### src/rtl/dds_pkg.sv
package dds_pkg;

  typedef enum logic {
    KIND_FREQ  = 1'b0,
    KIND_PHASE = 1'b1
  } prof_kind_e;

  // pi scaled by 2^30
  localparam longint PI_Q30 = 64'sd3373259426;

  // Quarter-wave magnitude of entry idx in a table of 2^idx_w entries,
  // sampled at half-step centres, scaled to amp. Fixed-point Taylor series.
  function automatic int quarter_sine_mag(input int idx, input int idx_w, input int amp);
    longint x;
    longint x2;
    longint term;
    longint sum;
    x    = (longint'(2 * idx + 1) * PI_Q30) / (longint'(4) << idx_w);
    x2   = (x * x) >>> 30;
    term = x;
    sum  = x;
    for (int k = 1; k <= 6; k++) begin
      term = -((term * x2) >>> 30) / longint'((2 * k) * (2 * k + 1));
      sum  = sum + term;
    end
    return int'((sum * longint'(amp) + (64'sd1 <<< 29)) >>> 30);
  endfunction

endpackage

### src/rtl/dds_phase_acc.sv
module dds_phase_acc #(
  parameter int ACC_W = 32,
  parameter int PH_W  = 14
) (
  input  logic             clk,
  input  logic             rst,
  input  logic [ACC_W-1:0] ftw,
  input  logic             mod_on,
  input  logic [ACC_W-1:0] mod_a,
  input  logic [ACC_W-1:0] mod_b,
  output logic [PH_W-1:0]  phase_top,
  output logic [ACC_W-1:0] aux_q
);

  logic [ACC_W-1:0] acc_q;
  logic [ACC_W:0]   aux_sum;
  logic [ACC_W:0]   aux_wrap;
  logic             carry;
  logic [ACC_W-1:0] aux_d;

  always_comb begin
    aux_sum  = {1'b0, aux_q} + {1'b0, mod_a};
    aux_wrap = aux_sum - {1'b0, mod_b};
    carry    = mod_on && (aux_sum >= {1'b0, mod_b});
    if (!mod_on)    aux_d = '0;
    else if (carry) aux_d = aux_wrap[ACC_W-1:0];
    else            aux_d = aux_sum[ACC_W-1:0];
  end

  always_ff @(posedge clk) begin
    if (rst) begin
      acc_q <= '0;
      aux_q <= '0;
    end else begin
      acc_q <= acc_q + ftw + {{(ACC_W-1){1'b0}}, carry};
      aux_q <= aux_d;
    end
  end

  assign phase_top = acc_q[ACC_W-1 -: PH_W];

endmodule

### src/rtl/dds_align.sv
module dds_align #(
  parameter int PH_W    = 14,
  parameter int ACC_DLY = 6,
  parameter int OUT_PW  = 10
) (
  input  logic              clk,
  input  logic              rst,
  input  logic [PH_W-1:0]   acc_top,
  input  logic [PH_W-1:0]   pow,
  input  logic              match_on,
  output logic [OUT_PW-1:0] phase_q
);

  localparam int POW_DLY = ACC_DLY + 1;
  localparam int DROP    = PH_W - OUT_PW;

  logic [PH_W-1:0] acc_pipe [ACC_DLY];
  logic [PH_W-1:0] pow_pipe [POW_DLY];
  logic [PH_W-1:0] pow_tap;
  logic [PH_W-1:0] sum_full;
  logic            unused_lsbs;

  genvar g;
  generate
    for (g = 0; g < ACC_DLY; g++) begin : g_acc
      always_ff @(posedge clk) begin
        if (rst)         acc_pipe[g] <= '0;
        else if (g == 0) acc_pipe[g] <= acc_top;
        else             acc_pipe[g] <= acc_pipe[(g == 0) ? 0 : g - 1];
      end
    end
    for (g = 0; g < POW_DLY; g++) begin : g_pow
      always_ff @(posedge clk) begin
        if (rst)         pow_pipe[g] <= '0;
        else if (g == 0) pow_pipe[g] <= pow;
        else             pow_pipe[g] <= pow_pipe[(g == 0) ? 0 : g - 1];
      end
    end
  endgenerate

  always_comb begin
    pow_tap  = match_on ? pow_pipe[POW_DLY-1] : pow_pipe[POW_DLY-2];
    sum_full = acc_pipe[ACC_DLY-1] + pow_tap;
  end

  assign unused_lsbs = ^sum_full[DROP-1:0];

  always_ff @(posedge clk) begin
    if (rst) phase_q <= '0;
    else     phase_q <= sum_full[PH_W-1 -: OUT_PW];
  end

endmodule

### src/rtl/dds_sine_rom.sv
module dds_sine_rom #(
  parameter int IDX_W = 8,
  parameter int OUT_W = 10
) (
  input  logic             clk,
  input  logic             rst,
  input  logic [IDX_W+1:0] phase,
  output logic [OUT_W-1:0] code_q
);

  localparam int DEPTH = 1 << IDX_W;
  localparam int MAG_W = OUT_W - 1;
  localparam int AMP   = (1 << MAG_W) - 1;

  logic [MAG_W-1:0] rom [DEPTH];
  logic [IDX_W-1:0] idx_q;
  logic             neg_q1;
  logic             neg_q2;
  logic [MAG_W-1:0] mag_q;

  initial begin
    for (int i = 0; i < DEPTH; i++)
      rom[i] = MAG_W'(dds_pkg::quarter_sine_mag(i, IDX_W, AMP));
  end

  // stage 1: quadrant fold
  always_ff @(posedge clk) begin
    if (rst) begin
      idx_q  <= '0;
      neg_q1 <= 1'b0;
    end else begin
      idx_q  <= phase[IDX_W] ? ~phase[IDX_W-1:0] : phase[IDX_W-1:0];
      neg_q1 <= phase[IDX_W+1];
    end
  end

  // stage 2: registered ROM read
  always_ff @(posedge clk) begin
    if (rst) begin
      mag_q  <= '0;
      neg_q2 <= 1'b0;
    end else begin
      mag_q  <= rom[idx_q];
      neg_q2 <= neg_q1;
    end
  end

  // stage 3: offset-binary sign
  always_ff @(posedge clk) begin
    if (rst)         code_q <= {1'b1, {MAG_W{1'b0}}};
    else if (neg_q2) code_q <= {1'b0, ~mag_q};
    else             code_q <= {1'b1, mag_q};
  end

endmodule

### src/rtl/dds_profile_core.sv
module dds_profile_core #(
  parameter int NPROF        = 8,
  parameter int FTW_W        = 32,
  parameter int POW_W        = 14,
  parameter int IDX_W        = 8,
  parameter int OUT_W        = 10,
  parameter int FREQ_LATENCY = 11
) (
  input  logic                     clk,
  input  logic                     rst,
  input  logic                     io_update,
  input  logic [$clog2(NPROF)-1:0] prof_sel,
  input  logic [NPROF-1:0]         prof_kind,
  input  logic [NPROF*FTW_W-1:0]   prof_words,
  input  logic [FTW_W-1:0]         base_ftw,
  input  logic [POW_W-1:0]         base_pow,
  input  logic                     mod_enable,
  input  logic [FTW_W-1:0]         mod_step,
  input  logic [FTW_W-1:0]         mod_base,
  input  logic                     match_latency,
  output logic [OUT_W-1:0]         dac_code
);

  import dds_pkg::*;

  localparam int ACC_DLY = FREQ_LATENCY - 5;
  localparam int LUT_PW  = IDX_W + 2;

  logic [FTW_W-1:0]  sel_word;
  prof_kind_e        sel_kind;
  logic [FTW_W-1:0]  ftw_act;
  logic [POW_W-1:0]  pow_act;
  logic              mod_on_act;
  logic [FTW_W-1:0]  mod_a_act;
  logic [FTW_W-1:0]  mod_b_act;
  logic [POW_W-1:0]  acc_top;
  logic [FTW_W-1:0]  aux_val;
  logic [LUT_PW-1:0] lut_phase;

  always_comb begin
    sel_word = prof_words[prof_sel*FTW_W +: FTW_W];
    sel_kind = prof_kind_e'(prof_kind[prof_sel]);
  end

  always_ff @(posedge clk) begin
    if (rst) begin
      ftw_act    <= '0;
      pow_act    <= '0;
      mod_on_act <= 1'b0;
      mod_a_act  <= '0;
      mod_b_act  <= '0;
    end else if (io_update) begin
      if (sel_kind == KIND_PHASE) begin
        ftw_act <= base_ftw;
        pow_act <= sel_word[POW_W-1:0];
      end else begin
        ftw_act <= sel_word;
        pow_act <= base_pow;
      end
      mod_on_act <= mod_enable;
      mod_a_act  <= mod_step;
      mod_b_act  <= mod_base;
    end
  end

  dds_phase_acc #(.ACC_W(FTW_W), .PH_W(POW_W)) u_acc (
    .clk       (clk),
    .rst       (rst),
    .ftw       (ftw_act),
    .mod_on    (mod_on_act),
    .mod_a     (mod_a_act),
    .mod_b     (mod_b_act),
    .phase_top (acc_top),
    .aux_q     (aux_val)
  );

  dds_align #(.PH_W(POW_W), .ACC_DLY(ACC_DLY), .OUT_PW(LUT_PW)) u_align (
    .clk      (clk),
    .rst      (rst),
    .acc_top  (acc_top),
    .pow      (pow_act),
    .match_on (match_latency),
    .phase_q  (lut_phase)
  );

  dds_sine_rom #(.IDX_W(IDX_W), .OUT_W(OUT_W)) u_sine (
    .clk    (clk),
    .rst    (rst),
    .phase  (lut_phase),
    .code_q (dac_code)
  );

endmodule

### config.mk
export PLATFORM = sky130hd
export DESIGN_NAME = dds_profile_core
export DESIGN_NICKNAME = d
export VERILOG_FILES = /design/src/rtl/dds_pkg.sv /design/src/rtl/dds_phase_acc.sv /design/src/rtl/dds_align.sv /design/src/rtl/dds_sine_rom.sv /design/src/rtl/dds_profile_core.sv
export SDC_FILE = /design/constraint.sdc
export NUM_CORES = 1
export LEC_CHECK = 0
export BUFFER_PORTS_ARGS = -buffer_cell sky130_fd_sc_hd__buf_2
export CAP_MARGIN = 10
export CORE_ASPECT_RATIO = 1.75
export CORE_MARGIN = 2
export CORE_UTILIZATION = 50
export DETAILED_ROUTE_END_ITERATION = 6
export GPL_TIMING_DRIVEN = 0
export HOLD_SLACK_MARGIN = 0.03
export PLACE_DENSITY = 0.78
export REMOVE_ABC_BUFFERS = 1
export SETUP_SLACK_MARGIN = 0.02
export SLEW_MARGIN = 5
export SYNTH_ARGS = -nofsm -noshare
export SYNTH_HDL_FRONTEND = slang
export SYNTH_SLANG_ARGS = --single-unit
### constraint.sdc
create_clock -name clk -period 7 [get_ports clk]
set_input_delay 0.35 -clock clk [delete_from_list [all_inputs] [get_ports clk]]
set_output_delay 0.35 -clock clk [all_outputs]
set_load 0.005 [all_outputs]
==> impl_metrics.py, run 1 <==
metrics = {
    "status": {
        "outcome": "complete, no violations",
    },
    "sta": {
        "fin_ws_ns": 0.109,
        "finalClockSkew_ns": 0.0119,
        "rsz0062_at_grt": "yes",
        "max_freq_mhz": 145,
        "finalSetupViolCount": 0,
        "period_share_pct": 98.4,
        "slew_headroom_pct": 21.5,
        "tightestPinTransition_ns": 1.18,
        "whs_ns": 0.0516,
        "fin_crit_ns": 6.89,
        "slew_violations": 0,
        "hold_violations": 0,
    },
    "routing": {
        "vias": 18400,
        "firstDrtPassIters": 5,
        "drt_iter0_drc": 889,
        "vias_per_cell": 5.63,
        "ant_nets": 0,
        "avgRoutedWirePerCell_um": 17.9,
        "routed_wl_mm": 58.6,
        "route.detailed.drc": 0,
    },
    "global_routing": {
        "busiest_layer": "met2",
        "grt_max_degree": 149,
        "grt_pass1_vias": 18800,
        "grtUsageMet1_pct": 26.5,
        "track_usage_pct": 25.5,
        "gr-usage-met2_pct": 48.4,
        "met3_usage_pct": 3.21,
        "grt_pass1_wl_mm": 92.7,
        "antenna_found_initial": 5,
        "grt-ovfl-total": 0,
    },
    "cells_and_area": {
        "seq_area_um2": 7940,
        "area_growth_pct": 19.7,
        "multi_input_area_um2": 13200,
        "fin_cells": 3275,
        "fin_nets": 3188,
        "nFillCells": 3633,
        "drive_above_1_share_pct": 24.9,
    },
    "clock_network": {
        "cts_buffers": 37,
        "cts_tree": "built",
        "clk-insertion-delay-late_ns": 0.54,
        "htreeDepth": 2,
        "cts.path.max_buffers": 3,
        "cts_root_buffer": "clkbuf_16",
        "path_clk_slew_ns": 0.06,
        "clock-sinks": 396,
    },
    "worst_hold_path": {
        "hold_path.class": "in2reg",
    },
    "yosys": {
        "synth_top_area_share_pct": 36.8,
        "ys_ff_latch": 396,
        "postSynth.asyncResetShare_pct": 0,
        "netlist_top_cells_area": "dfxtp_1 (37%), mux2i_1 (7.1%), mux4_2 (7.0%)",
        "synth_cell_types": 85,
        "ys_warn_count": 0,
        "netlist_instances": 2352,
        "synth_ff_type": "dfxtp_1",
        "synthTopCellsByCount": "dfxtp_1 (396), nor2_1 (293), nor2b_1 (205)",
        "synth.most_common_cell": "dfxtp_1",
        "syn_area_um2": 21500,
        "synth_seq_area_share_pct": 36.8,
        "synth_edf_count": 0,
        "synth_largest_area_cell": "dfxtp_1",
        "postSynthAreaPerCell_um2": 9.16,
    },
    "setup_path": {
        "arrival_ns": 7.29,
        "cp_slowest_cell": "fa_2",
        "crit_top_cell": "fa_2",
        "crit_required_ns": 7.40,
        "crit_path_start_kind": "flop",
        "end_kind": "flop",
        "slowest_delay_ns": 0.40,
        "critical_path_peak_fanout": 6,
        "crit_type": "reg2reg",
    },
    "die": {
        "die_h_um": 279,
        "die_x_um": 161,
        "core-area_um2": 42500,
        "die-area_um2": 44800,
        "num_rows": 100,
        "start_util_pct": 50.6,
        "io_pins": 392,
    },
    "power": {
        "irDropWorstVdd_mv": 0.173,
        "leakagePower_nw": 11.4,
        "power_density_nw_per_um2": 220,
        "design_power_total_mw": 5.67,
    },
    "placed_design": {
        "dp_worst_setup_slack_ns": -1.76,
        "port_buffers": 391,
        "place_inst": 3169,
        "place_congestion": 0.999,
        "hpwl_mm": 44.4,
    },
    "run": {
        "timing.max_cap.violations": 0,
    },
}
==> cell type report <==
class,instances,share of cell area [%]
Antenna cell,3,0.0291
Clock buffer,49,4.00
Clock inverter,17,0.713
Inverter,67,1.02
Multi-Input combinational cell,1746,51.1
Sequential cell,396,30.8
Tap cell,561,2.72
Timing Repair Buffer,435,9.65
Timing Repair inverter,1,0.0339
==> logic make-up (layout without fill, tap and decap cells) <==
group	Yosys count	after routing	share of synthesized area, %
multiplexers	232	232	14.7
buffers and inverters	211	569	3.94
AND/OR/NAND/NOR	775	776	17.6
flip-flops	396	396	36.8
XOR/XNOR	107	107	4.35
other	0	3	0
adder cells (fa/ha/maj)	122	122	7.22
AO/OA/AOI/OAI	509	509	15.4
==> metrics by stage <==
| step | cell area (um^2) | utilization, % | TNS [ns] |
|---|---|---|---|
| final | 25800 | 60.6 | 0 |
| after global routing | 25800 | 60.6 | -0.414 |
| after CTS | 25500 | 59.9 | 0 |
| after detailed placement | 23900 | 56.1 | -22.84 |
| after global placement | 23600 | 55.5 | -93.44 |
| after floorplan | 21000 | - | -0.164 |
==> cells in the final DEF (no fill, tap or decap), types with 10 or more instances in the layout <==
master / netlist / routed
dfxtp_1: 396 / 390
buf_2: 6 / 388
nor2_1: 293 / 293
nor2b_1: 205 / 204
a21oi_1: 168 / 159
mux2i_1: 152 / 151
nand2_1: 118 / 118
ha_1: 118 / 110
o21ai_0: 95 / 88
xnor2_1: 71 / 68
mux4_2: 67 / 67
inv_1: 65 / 65
a21o_1: 41 / 41
nor3_1: 41 / 41
clkbuf_16: 0 / 37
xor2_1: 36 / 34
a211oi_1: 36 / 32
buf_4: 1 / 32
nand3_1: 28 / 27
a31oi_1: 21 / 21
nand2b_1: 18 / 18
o21a_1: 18 / 17
a21oi_2: 10 / 17
o211ai_1: 13 / 13
mux2_2: 13 / 13
o21bai_1: 12 / 12
a221oi_1: 10 / 10
nand2_2: 10 / 10
==> layer usage <==
layer / vias up / part of all wire, %
met1: 8625 / 36
li1: 8954 / -
met3: 191 / 5.0
met4: 2 / 6.4
met2: 670 / 53
met5: - / 0.022
==> registers in the layout (all words and copies together), names as in the netlist, 14 cells and up <==
name	cells
u_acc.acc_q	32
u_align.pow_pipe	98
mod_a_act	32
mod_b_act	32
ftw_act	32
u_align.acc_pipe	84
pow_act	14
u_acc.aux_q	32
==> report_power, final <==
| group | internal (mW) | leakage, nW | total (mW) | switching [mW] |
|---|---|---|---|---|
| Combinational | 0.573 | 7.56 | 1.22 | 0.650 |
| Sequential | 2.38 | 3.23 | 2.44 | 0.0610 |
| Clock | 1.15 | 0.586 | 2.01 | 0.850 |
==> path summary, 6_finish.rpt <==
check | startpoint | to | slack (ns) | cells after the start
worst max register to register | mod_a_act[0]$_SDFFE_PP0P_ | u_acc.acc_q[30]$_SDFF_PP0_ | 0.11 | 32
worst max-delay path | mod_a_act[0]$_SDFFE_PP0P_ | u_acc.acc_q[30]$_SDFF_PP0_ | 0.11 | 32
worst min-delay path | mod_step[6] | mod_a_act[6]$_SDFFE_PP0P_ | 0.05 | 3
worst min register to register | u_align.acc_pipe[1][1]$_SDFF_PP0_ | u_align.acc_pipe[1][15]$_SDFF_PP0_ | 0.43 | 1
==> worst max-delay path, delay by kind of cell (launching register included) <==
family	cells	cell delay [ns]
buffers and inverters	2	0.21
multiplexers	1	0.17
XOR/XNOR	1	0.15
AND/OR/NAND/NOR	8	1.37
AO/OA/AOI/OAI	15	3.08
flip-flops	1	0.36
adder cells (fa/ha/maj)	5	1.40
==> repair_timing <==
item                       CTS  global route
pin swaps                   28            16
hold buffers                 1             0
setup endpoints to repair   27            15
hold endpoints to repair     1             0
gates cloned                 1             1
buffers inserted            13            19
resized for setup           50            27
Power figures use the tool's default switching activity.
==> run 2, diff against run 1 <==
--- a/config.mk
+++ b/config.mk
@@ -11,7 +11,6 @@
 export CORE_MARGIN = 2
 export CORE_UTILIZATION = 50
 export DETAILED_ROUTE_END_ITERATION = 6
-export GPL_TIMING_DRIVEN = 0
 export HOLD_SLACK_MARGIN = 0.03
 export PLACE_DENSITY = 0.78
 export REMOVE_ABC_BUFFERS = 1
==> run 2 against run 1 <==
Net effect:
- global-route usage is 1.1 points higher
- die area unchanged
- sequential power barely moved
- final cell count up 2.3%
- register-to-register slack lost 0.04 ns
- routed wire length increased by 4.6%
- critical path depth is the same
- total power increased by 2.5%
- sequential cell count unchanged
- largest cell class unchanged
==> impl_metrics.py, run 2 (synthesis results as in run 1) <==
metrics = {
    "cells_and_area": {
        "final_cell_mix": "dfxtp_1 (391), buf_2 (388), nor2_1 (292)",
        "fin_area_um2": 26100,
        "layout_commonest_cell": "dfxtp_1",
        "fin_cells": 3351,
        "top_regs": "u_align.pow_pipe: 98 flops, u_align.acc_pipe: 84 flops",
        "largest_register_ffs": 98,
        "fin_nets": 3261,
        "largest-register": "u_align.pow_pipe",
        "drive_above_1_share_pct": 25.2,
        "area_growth_pct": 21.1,
    },
    "sta": {
        "hold_violations": 0,
        "finalClockSkew_ns": 0.0160,
        "fin_crit_ns": 6.93,
        "period_share_pct": 99.0,
        "max_freq_mhz": 144,
        "slew_headroom_pct": 29.2,
        "tightestPinTransition_ns": 1.06,
        "rsz0062_at_grt": "yes",
        "finalSetupViolCount": 0,
        "slew_violations": 0,
        "fin_ws_ns": 0.0695,
    },
    "clock_network": {
        "cts_root_buffer": "clkbuf_16",
        "cts_tree": "built",
        "clk-insertion-delay-late_ns": 0.55,
        "clock-sinks": 396,
        "cts_buffers": 38,
        "path_clk_slew_ns": 0.07,
        "cts.path.max_buffers": 3,
        "htreeDepth": 2,
    },
    "power": {
        "power_density_nw_per_um2": 223,
        "clockPowerShare_pct": 36.5,
        "leakagePower_nw": 11.6,
        "p_sw_mw": 1.65,
        "pwr-share-comb_pct": 21.5,
        "power_switching_share_pct": 28.3,
        "p_int_mw": 4.16,
        "irDropWorstVdd_mv": 0.197,
        "power_frac_seq_pct": 42.0,
    },
    "die": {
        "start_util_pct": 50.6,
        "die_x_um": 161,
        "die_h_um": 279,
        "io_pins": 392,
        "core-area_um2": 42500,
        "num_rows": 100,
        "die-area_um2": 44800,
    },
    "routing": {
        "drt_iter0_drc": 958,
        "routed_wl_mm": 61.3,
        "ant_nets": 0,
        "route.detailed.drc": 0,
        "avgRoutedWirePerCell_um": 18.3,
        "vias_per_cell": 5.60,
        "vias": 18800,
        "firstDrtPassIters": 6,
    },
    "global_routing": {
        "grt-ovfl-total": 0,
        "track_usage_pct": 26.6,
        "grt_pass1_wl_mm": 96.1,
        "grt_max_degree": 241,
        "antenna_found_initial": 6,
        "grt_pass1_vias": 19400,
    },
    "setup_path": {
        "crit_required_ns": 7.40,
        "crit_path_start_kind": "flop",
        "cp_slowest_cell": "o41ai_1",
        "critical_path_peak_fanout": 5,
        "r2r_slack_ns": 0.07,
        "rr_startpoint": "mod_a_act[0]$_SDFFE_PP0P_",
        "reg2reg_depth": 32,
        "r2r_end": "u_acc.acc_q[20]$_SDFF_PP0_",
        "slowest_delay_ns": 0.46,
        "arrival_ns": 7.33,
        "end_kind": "flop",
        "crit_type": "reg2reg",
    },
    "status": {
        "outcome": "complete, no violations",
    },
    "placed_design": {
        "place_inst": 3243,
        "placed_area_um2": 24300,
        "dp_worst_setup_slack_ns": -0.310,
        "port_buffers": 391,
        "place_congestion": 0.996,
        "hpwl_mm": 46.0,
    },
    "worst_hold_path": {
        "min-delay-start": "mod_base[14]",
        "holdPathEnd": "mod_b_act[14]$_SDFFE_PP0P_",
        "hold_path.class": "in2reg",
        "worstHoldPathCells": 3,
    },
    "run": {
        "timing.max_cap.violations": 0,
    },
}
## run 2: cell types whose count changed in the layout (fill, tap and decap cells not counted), sizes merged
cell / before / now
clkinv: 8 / 11
dlygate4sd3: 1 / 27
clkbuf: 49 / 44
diode: 3 / 5
buf: 434 / 482
bufinv: 3 / 4
nand2b: 20 / 19
clkinvlp: 5 / 3
inv: 69 / 73
## run 2: metrics by stage
stage / utilization, % / hold WS, ns / power, mW / setup TNS, ns
after floorplan: - / 0.414 / 3.24 / -0.164
after global placement: 57.1 / 0.415 / 3.64 / -0.260
after detailed placement: 57.1 / 0.420 / 3.68 / -0.952
after CTS: 60.9 / 0.0302 / 5.83 / 0
after global routing: 61.4 / 0.0424 / 6.07 / -1.23
final: 61.4 / 0.0459 / 5.81 / 0
## run 2: repair_timing
action / CTS / global route
hold buffers: 27 / 0
resized for setup: 12 / 32
buffers inserted: 2 / 6
endpoints found under the hold margin: 27 / 0
setup endpoints to repair: 10 / 15
pin swaps: 8 / 28
## run 2: layout make-up
type | instances | area [um^2]
clock inverter | 24 | 283
timing repair buffer | 509 | 2950
antenna | 5 | 12.5
multi-input combinational | 1745 | 13000
clock buffer | 44 | 1000
fill | 3656 | 16400
inverter | 67 | 254
tap | 561 | 702
sequential | 396 | 7930
## run 2: worst max-delay path: cells and delay by family (launching register included)
family	cells	cell delay (ns)
AO/OA/AOI/OAI	17	3.34
adder cells (fa/ha/maj)	5	1.61
AND/OR/NAND/NOR	6	0.83
XOR/XNOR	2	0.44
flip-flops	1	0.34
buffers and inverters	2	0.21
## run 2: routing by layer
| layer | wire [um] | track usage [%] | share of wire [%] |
|---|---|---|---|
| met3 | 2820 | 3.39 | 4.6 |
| met1 | 22000 | 27.4 | 36 |
| met2 | 31900 | 49.4 | 52 |
| met4 | 4530 | 18.7 | 7.4 |
| met5 | 13 | 0 | 0.021 |
## run 2: power groups by stage
| stage | clock [mW] | combinational (mW) | sequential (mW) |
|---|---|---|---|
| after floorplan | 0 | 0.777 | 2.47 |
| after global placement | 0 | 1.16 | 2.48 |
| after detailed placement | 0 | 1.19 | 2.49 |
| after CTS | 2.17 | 1.22 | 2.44 |
| after global routing | 2.25 | 1.38 | 2.45 |
| final | 2.12 | 1.25 | 2.44 |
## run 2: worst max-delay path by stage
stage,from,endpoint,cells past startpoint
global placement,mod_a_act[0]$_SDFFE_PP0P_,u_acc.acc_q[30]$_SDFF_PP0_,32
detailed placement,mod_a_act[0]$_SDFFE_PP0P_,u_acc.acc_q[30]$_SDFF_PP0_,32
finish,mod_a_act[0]$_SDFFE_PP0P_,u_acc.acc_q[20]$_SDFF_PP0_,32
CTS,mod_a_act[0]$_SDFFE_PP0P_,u_acc.acc_q[28]$_SDFF_PP0_,32
floorplan,mod_a_act[0]$_SDFFE_PP0P_,u_acc.acc_q[30]$_SDFF_PP0_,31
global route,mod_a_act[1]$_SDFFE_PP0P_,u_acc.acc_q[30]$_SDFF_PP0_,32
